## src/rtl/strobe_gen_pkg.sv

```systemverilog
package strobe_gen_pkg;

  localparam int CFG_W      = 8;
  localparam int MEM_SEL_LO = 0;
  localparam int IO_SEL_LO  = 2;
  localparam int XDE_SEL_LO = 4;
  localparam int IO_IN_BIT  = 6;
  localparam int XDE_IN_BIT = 7;

  // Direction selector: which transfer kinds a strobe follows.
  typedef struct packed {
    logic on_wr;
    logic on_rd;
  } dir_sel_t;

  function automatic logic sel_hit(input dir_sel_t sel, input logic is_wr);
    return is_wr ? sel.on_wr : sel.on_rd;
  endfunction

endpackage

```

## src/rtl/sg_sync.sv

```systemverilog
module sg_sync #(
  parameter int STAGES = 2
) (
  input  logic clk,
  input  logic rst,
  input  logic d,
  output logic q
);
  logic [STAGES-1:0] chain;

  generate
    for (genvar i = 0; i < STAGES; i++) begin : g_stage
      if (i == 0) begin : g_first
        always_ff @(posedge clk) begin
          if (rst) chain[0] <= 1'b0;
          else     chain[0] <= d;
        end
      end else begin : g_next
        always_ff @(posedge clk) begin
          if (rst) chain[i] <= 1'b0;
          else     chain[i] <= chain[i-1];
        end
      end
    end
  endgenerate

  assign q = chain[STAGES-1];
endmodule

```

## src/rtl/sg_mem_strobe.sv

```systemverilog
module sg_mem_strobe
  import strobe_gen_pkg::*;
(
  input  logic     clk,
  input  logic     rst,
  input  dir_sel_t sel,
  input  logic     cur_wr,
  input  logic     xfer_rw,
  input  logic     beat_ack,
  output logic     strobe_n
);
  logic active;

  // Low while a datum is outstanding; the acknowledge forces one idle clock
  // before the next datum, and a dropped read/write level ends the train.
  always_ff @(posedge clk) begin
    if (rst) active <= 1'b0;
    else     active <= xfer_rw & ~beat_ack & sel_hit(sel, cur_wr);
  end

  assign strobe_n = ~active;
endmodule

```

## src/rtl/sg_io_pulse.sv

```systemverilog
module sg_io_pulse
  import strobe_gen_pkg::*;
(
  input  logic     clk,
  input  logic     rst,
  input  dir_sel_t sel,
  input  logic     as_input,
  input  logic     xfer_start,
  input  logic     xfer_write,
  output logic     pulse,
  output logic     oe
);
  always_ff @(posedge clk) begin
    if (rst) begin
      pulse <= 1'b0;
      oe    <= 1'b0;
    end else begin
      pulse <= xfer_start & sel_hit(sel, xfer_write) & ~as_input;
      oe    <= ~as_input;
    end
  end
endmodule

```

## src/rtl/sg_ext_enable.sv

```systemverilog
module sg_ext_enable
  import strobe_gen_pkg::*;
(
  input  logic     clk,
  input  logic     rst,
  input  dir_sel_t sel,
  input  logic     as_input,
  input  logic     cur_wr,
  input  logic     xfer_rw,
  output logic     enable,
  output logic     oe
);
  logic rise_q;
  logic hold_q;

  always_ff @(posedge clk) begin
    if (rst) begin
      rise_q <= 1'b0;
      oe     <= 1'b0;
    end else begin
      rise_q <= xfer_rw & sel_hit(sel, cur_wr) & ~as_input;
      oe     <= ~as_input;
    end
  end

  // Falling-edge copy keeps the enable up for half a clock after rise_q drops.
  always_ff @(negedge clk) begin
    if (rst) hold_q <= 1'b0;
    else     hold_q <= rise_q;
  end

  assign enable = rise_q | hold_q;
endmodule

```

## src/rtl/bus_strobe_gen.sv

```systemverilog
module bus_strobe_gen
  import strobe_gen_pkg::*;
#(
  parameter int SYNC_STAGES = 2
) (
  input  logic             clk,
  input  logic             rst,
  input  logic [CFG_W-1:0] cfg,
  input  logic             xfer_start,
  input  logic             xfer_write,
  input  logic             xfer_rw,
  input  logic             beat_ack,
  input  logic             io_pin_in,
  input  logic             xde_pin_in,
  output logic             mem_strobe_n,
  output logic             io_strobe_o,
  output logic             io_strobe_oe,
  output logic             xde_o,
  output logic             xde_oe,
  output logic             cond_io,
  output logic             cond_xde
);
  localparam int NUM_DUAL = 2;

  dir_sel_t mem_sel, io_sel, xde_sel;
  logic     dir_q, cur_wr;
  logic [NUM_DUAL-1:0] pin_in, pin_mode_in, pin_sync;

  assign mem_sel = dir_sel_t'(cfg[MEM_SEL_LO +: 2]);
  assign io_sel  = dir_sel_t'(cfg[IO_SEL_LO  +: 2]);
  assign xde_sel = dir_sel_t'(cfg[XDE_SEL_LO +: 2]);

  always_ff @(posedge clk) begin
    if (rst)             dir_q <= 1'b0;
    else if (xfer_start) dir_q <= xfer_write;
  end
  assign cur_wr = xfer_start ? xfer_write : dir_q;

  sg_mem_strobe u_mem (
    .clk(clk), .rst(rst), .sel(mem_sel), .cur_wr(cur_wr),
    .xfer_rw(xfer_rw), .beat_ack(beat_ack), .strobe_n(mem_strobe_n)
  );

  sg_io_pulse u_io (
    .clk(clk), .rst(rst), .sel(io_sel), .as_input(cfg[IO_IN_BIT]),
    .xfer_start(xfer_start), .xfer_write(xfer_write),
    .pulse(io_strobe_o), .oe(io_strobe_oe)
  );

  sg_ext_enable u_xde (
    .clk(clk), .rst(rst), .sel(xde_sel), .as_input(cfg[XDE_IN_BIT]),
    .cur_wr(cur_wr), .xfer_rw(xfer_rw), .enable(xde_o), .oe(xde_oe)
  );

  assign pin_in      = {xde_pin_in, io_pin_in};
  assign pin_mode_in = {cfg[XDE_IN_BIT], cfg[IO_IN_BIT]};

  generate
    for (genvar p = 0; p < NUM_DUAL; p++) begin : g_pin
      sg_sync #(.STAGES(SYNC_STAGES)) u_sync (
        .clk(clk), .rst(rst), .d(pin_in[p]), .q(pin_sync[p])
      );
    end
  endgenerate

  assign cond_io  = pin_mode_in[0] & pin_sync[0];
  assign cond_xde = pin_mode_in[1] & pin_sync[1];
endmodule

```

## config.mk

```make
export PLATFORM = sky130hd
export DESIGN_NAME = bus_strobe_gen
export DESIGN_NICKNAME = d
export VERILOG_FILES = /design/src/rtl/strobe_gen_pkg.sv /design/src/rtl/sg_sync.sv /design/src/rtl/sg_mem_strobe.sv /design/src/rtl/sg_io_pulse.sv /design/src/rtl/sg_ext_enable.sv /design/src/rtl/bus_strobe_gen.sv
export SDC_FILE = /design/constraint.sdc
export NUM_CORES = 1
export LEC_CHECK = 0
export CORE_AREA = 10 10 47 49
export DETAILED_ROUTE_END_ITERATION = 8
export DIE_AREA = 0 0 57 59
export PLACE_DENSITY_LB_ADDON = 0.2
export SLEW_MARGIN = 20
export SYNTH_ARGS = -nofsm -noshare
export SYNTH_HDL_FRONTEND = slang
export SYNTH_HIERARCHICAL = 1
export SYNTH_SLANG_ARGS = --single-unit
```

## constraint.sdc

```tcl
create_clock -name clk -period 2 [get_ports clk]
set_clock_uncertainty 0.2 [all_clocks]
set_input_delay 0.5 -clock clk [delete_from_list [all_inputs] [get_ports clk]]
set_output_delay 0.5 -clock clk [all_outputs]
set_load 0.01 [all_outputs]
```

==> flow_metrics.tcl, run 1 <==
set metrics [dict create \
    cp-start-kind "flip-flop" \
    wl_per_cell_microns 11.7 \
    dieArea_sq_um 3360 \
    port_buffers 22 \
    synth-edff-count 0 \
    dieHeight_microns 59 \
    worst_skew_pair.late_latency_ps 260 \
    outcome "complete, but fails checks" \
    cts.repair.resized 14 \
    setup_ws_ps -631 \
    yosys.area.top_type "dfxtp_1" \
    endpoint_kind "output pin" \
    post_cts_buffers 0 \
    track_usage_pct 5.86 \
    layoutNonFillerInstCount 76 \
    place_area_sq_um 639 \
    die_w_microns 57 \
    synth_area_sq_um 374 \
    ys_top_cells_by_count "dfxtp_1, nor2b_1" \
    synth_area_leaders "dfxtp_1, nor2b_1, mux2_1, mux2_4, nor4b_2" \
    crit_fanout 1 \
    clockBufferDepth 2 \
    cts_sinks 11 \
    layout-drive-gt1-share_pct 21.7 \
    yosys_register_bits 11 \
    synth_cell_types 12 \
    ctsHoldBuffers 0 \
    grt_pass1_vias 367 \
    antenna_cells 0 \
    viasPerCell 4.00 \
    violations "negative setup slack" \
    finalSetupViolCount 1 \
    maxSlewViolCount 0 \
    synth_nets 47 \
    arrival_ps 1930 \
    pin_count 23 \
    root_buffer "clkbuf_4" \
    htreeDepth 1 \
    finalHoldViolCount 0 \
    grt_max_degree 9 \
    dpl.cell_count 72 \
    initial_core_util_pct 26.7 \
    cts_tree "yes" \
    leakage_nw 0.288 \
    grt_first_pass_wirelength_microns 1550 \
    synthArstFlopShare_pct 0 \
    wl_microns 889 \
    area_growth_pct 75.3 \
    drcViolationCount 0 \
    vias 304 \
    grt-ovfl-total 0 \
    postSynthCellCount 31 \
    tightest_slew_ps 155 \
    synth_area_per_cell_sq_um 12.1 \
    cp_data_required_time_ps 1300 \
    drv_cap 0 \
    std_cell_rows 14 \
    powerDensity_nw_per_um2 683 \
    drtPass1Iterations 4 \
    slew-limit-headroom_pct 89.4 \
    yosysTopAreaCellShare_pct 58.9 \
    ys_seq_area_share_pct 58.9 \
    place.gp.congestion 0.631 \
    drt_iter0_markers 3 \
    total_power_mw 0.448 \
    crit_type "flip-flop to output pin" \
    antenna_found_initial 0 \
    hpwl_microns 755 \
    yosysWarnings 6 \
    synth_flop_cell "dfxtp_1" \
    fin_area_sq_um 656 \
    post-synth-top-count-cell "dfxtp_1" \
    postRouteAntennaNets 0 \
    irDropWorstVdd_mv 0.411 \
    fin_nets 77 \
    core-area_sq_um 1400 \
    path_clk_slew_ps 70 \
    rsz0062_at_grt "true" \
    hold_class "flip-flop to flip-flop" \
    cts_buffers 3 \
    dp_slack_ps -663 \
]
==> routing by layer <==
| layer | wire length, microns | track usage (%) |
|---|---|---|
| met3 | 120 | 4.08 |
| met1 | 362 | 5.78 |
| met4 | 0 | 4.03 |
| met2 | 407 | 8.68 |
| met5 | 0 | 0 |
==> kinds of logic after synthesis <==
group,share of synthesized area [%]
multiplexers,12.7
flip-flops,58.9
AND/OR/NAND/NOR,26.4
buffers and inverters,2.01
==> worst max-delay path: stages (launching register included) <==
cell	delay, ps
dfxtp_1	280
or2_4	220
buf_6	120
==> report_power, final <==
| group | total, mW | switching [mW] | leakage, nW | internal, mW |
|---|---|---|---|---|
| clock network | 0.146 | 0.0719 | 0.0245 | 0.0745 |
| registers | 0.230 | 0.00196 | 0.0905 | 0.228 |
| logic | 0.0710 | 0.0205 | 0.173 | 0.0506 |
| total | 0.448 | 0.0943 | 0.288 | 0.353 |
==> path summary, 6_finish.rpt <==
check | from | endpoint | slack (ps) | cells past startpoint
max | u_xde/hold_q$_SDFF_NP0_ | xde_o | -630 | 2
min | g_pin[1].u_sync/chain[0]$_SDFF_PP0_ | g_pin[1].u_sync/q$_SDFF_PP0_ | 240 | 1
max reg2reg | u_xde/rise_q$_SDFF_PP0_ | u_xde/hold_q$_SDFF_NP0_ | 320 | 1
min reg2reg | g_pin[1].u_sync/chain[0]$_SDFF_PP0_ | g_pin[1].u_sync/q$_SDFF_PP0_ | 240 | 1
==> flip-flops by register name, indices dropped and copies added, names as in the netlist <==
signal              flops
dir_q                   1
g_pin.u_sync/chain      2
g_pin.u_sync/q          2
u_io/oe                 1
u_io/pulse              1
u_mem/active            1
u_xde/hold_q            1
u_xde/oe                1
u_xde/rise_q            1
==> area by class of cell <==
| type | instances | area, sq um |
|---|---|---|
| clock inverters | 2 | 7.51 |
| well taps | 16 | 20.0 |
| repair buffers | 25 | 233 |
| multi-input cells | 18 | 149 |
| inverters | 1 | 3.75 |
| fillers | 146 | 746 |
| clock buffers | 3 | 22.5 |
| flip-flops and latches | 11 | 220 |
==> cell usage in the layout (no fill, tap or decap) <==
master,netlist,routed
clkbuf_4,0,3
buf_4,0,3
nor2b_4,1,1
or2_4,0,1
nor2_1,2,2
mux2_1,2,2
clkdlybuf4s50_1,0,18
dfxtp_1,11,11
nor2b_1,5,5
inv_1,2,3
nor4b_2,1,1
buf_6,0,1
mux2_4,1,1
and2_1,2,2
mux2i_1,1,1
dlygate4sd2_1,0,1
buf_2,0,2
and3_1,2,2
==> through the flow <==
stage | hold WS [ps] | setup TNS [ps] | util (%)
finish | 239 | -631 | 46.8
detailed placement | 230 | -1870 | 45.6
global route | 270 | -666 | 46.8
floorplan | 214 | -202 | -
CTS | 246 | -642 | 46.8
global placement | 217 | -1830 | 45.6
Note: power is estimated with default switching activity, not from simulation.
==> run 2: changes to the inputs <==
- CAP_MARGIN: unset -> 5
==> results of run 2 <==
The final DEF is identical to that of run 1; final timing and power are the same.
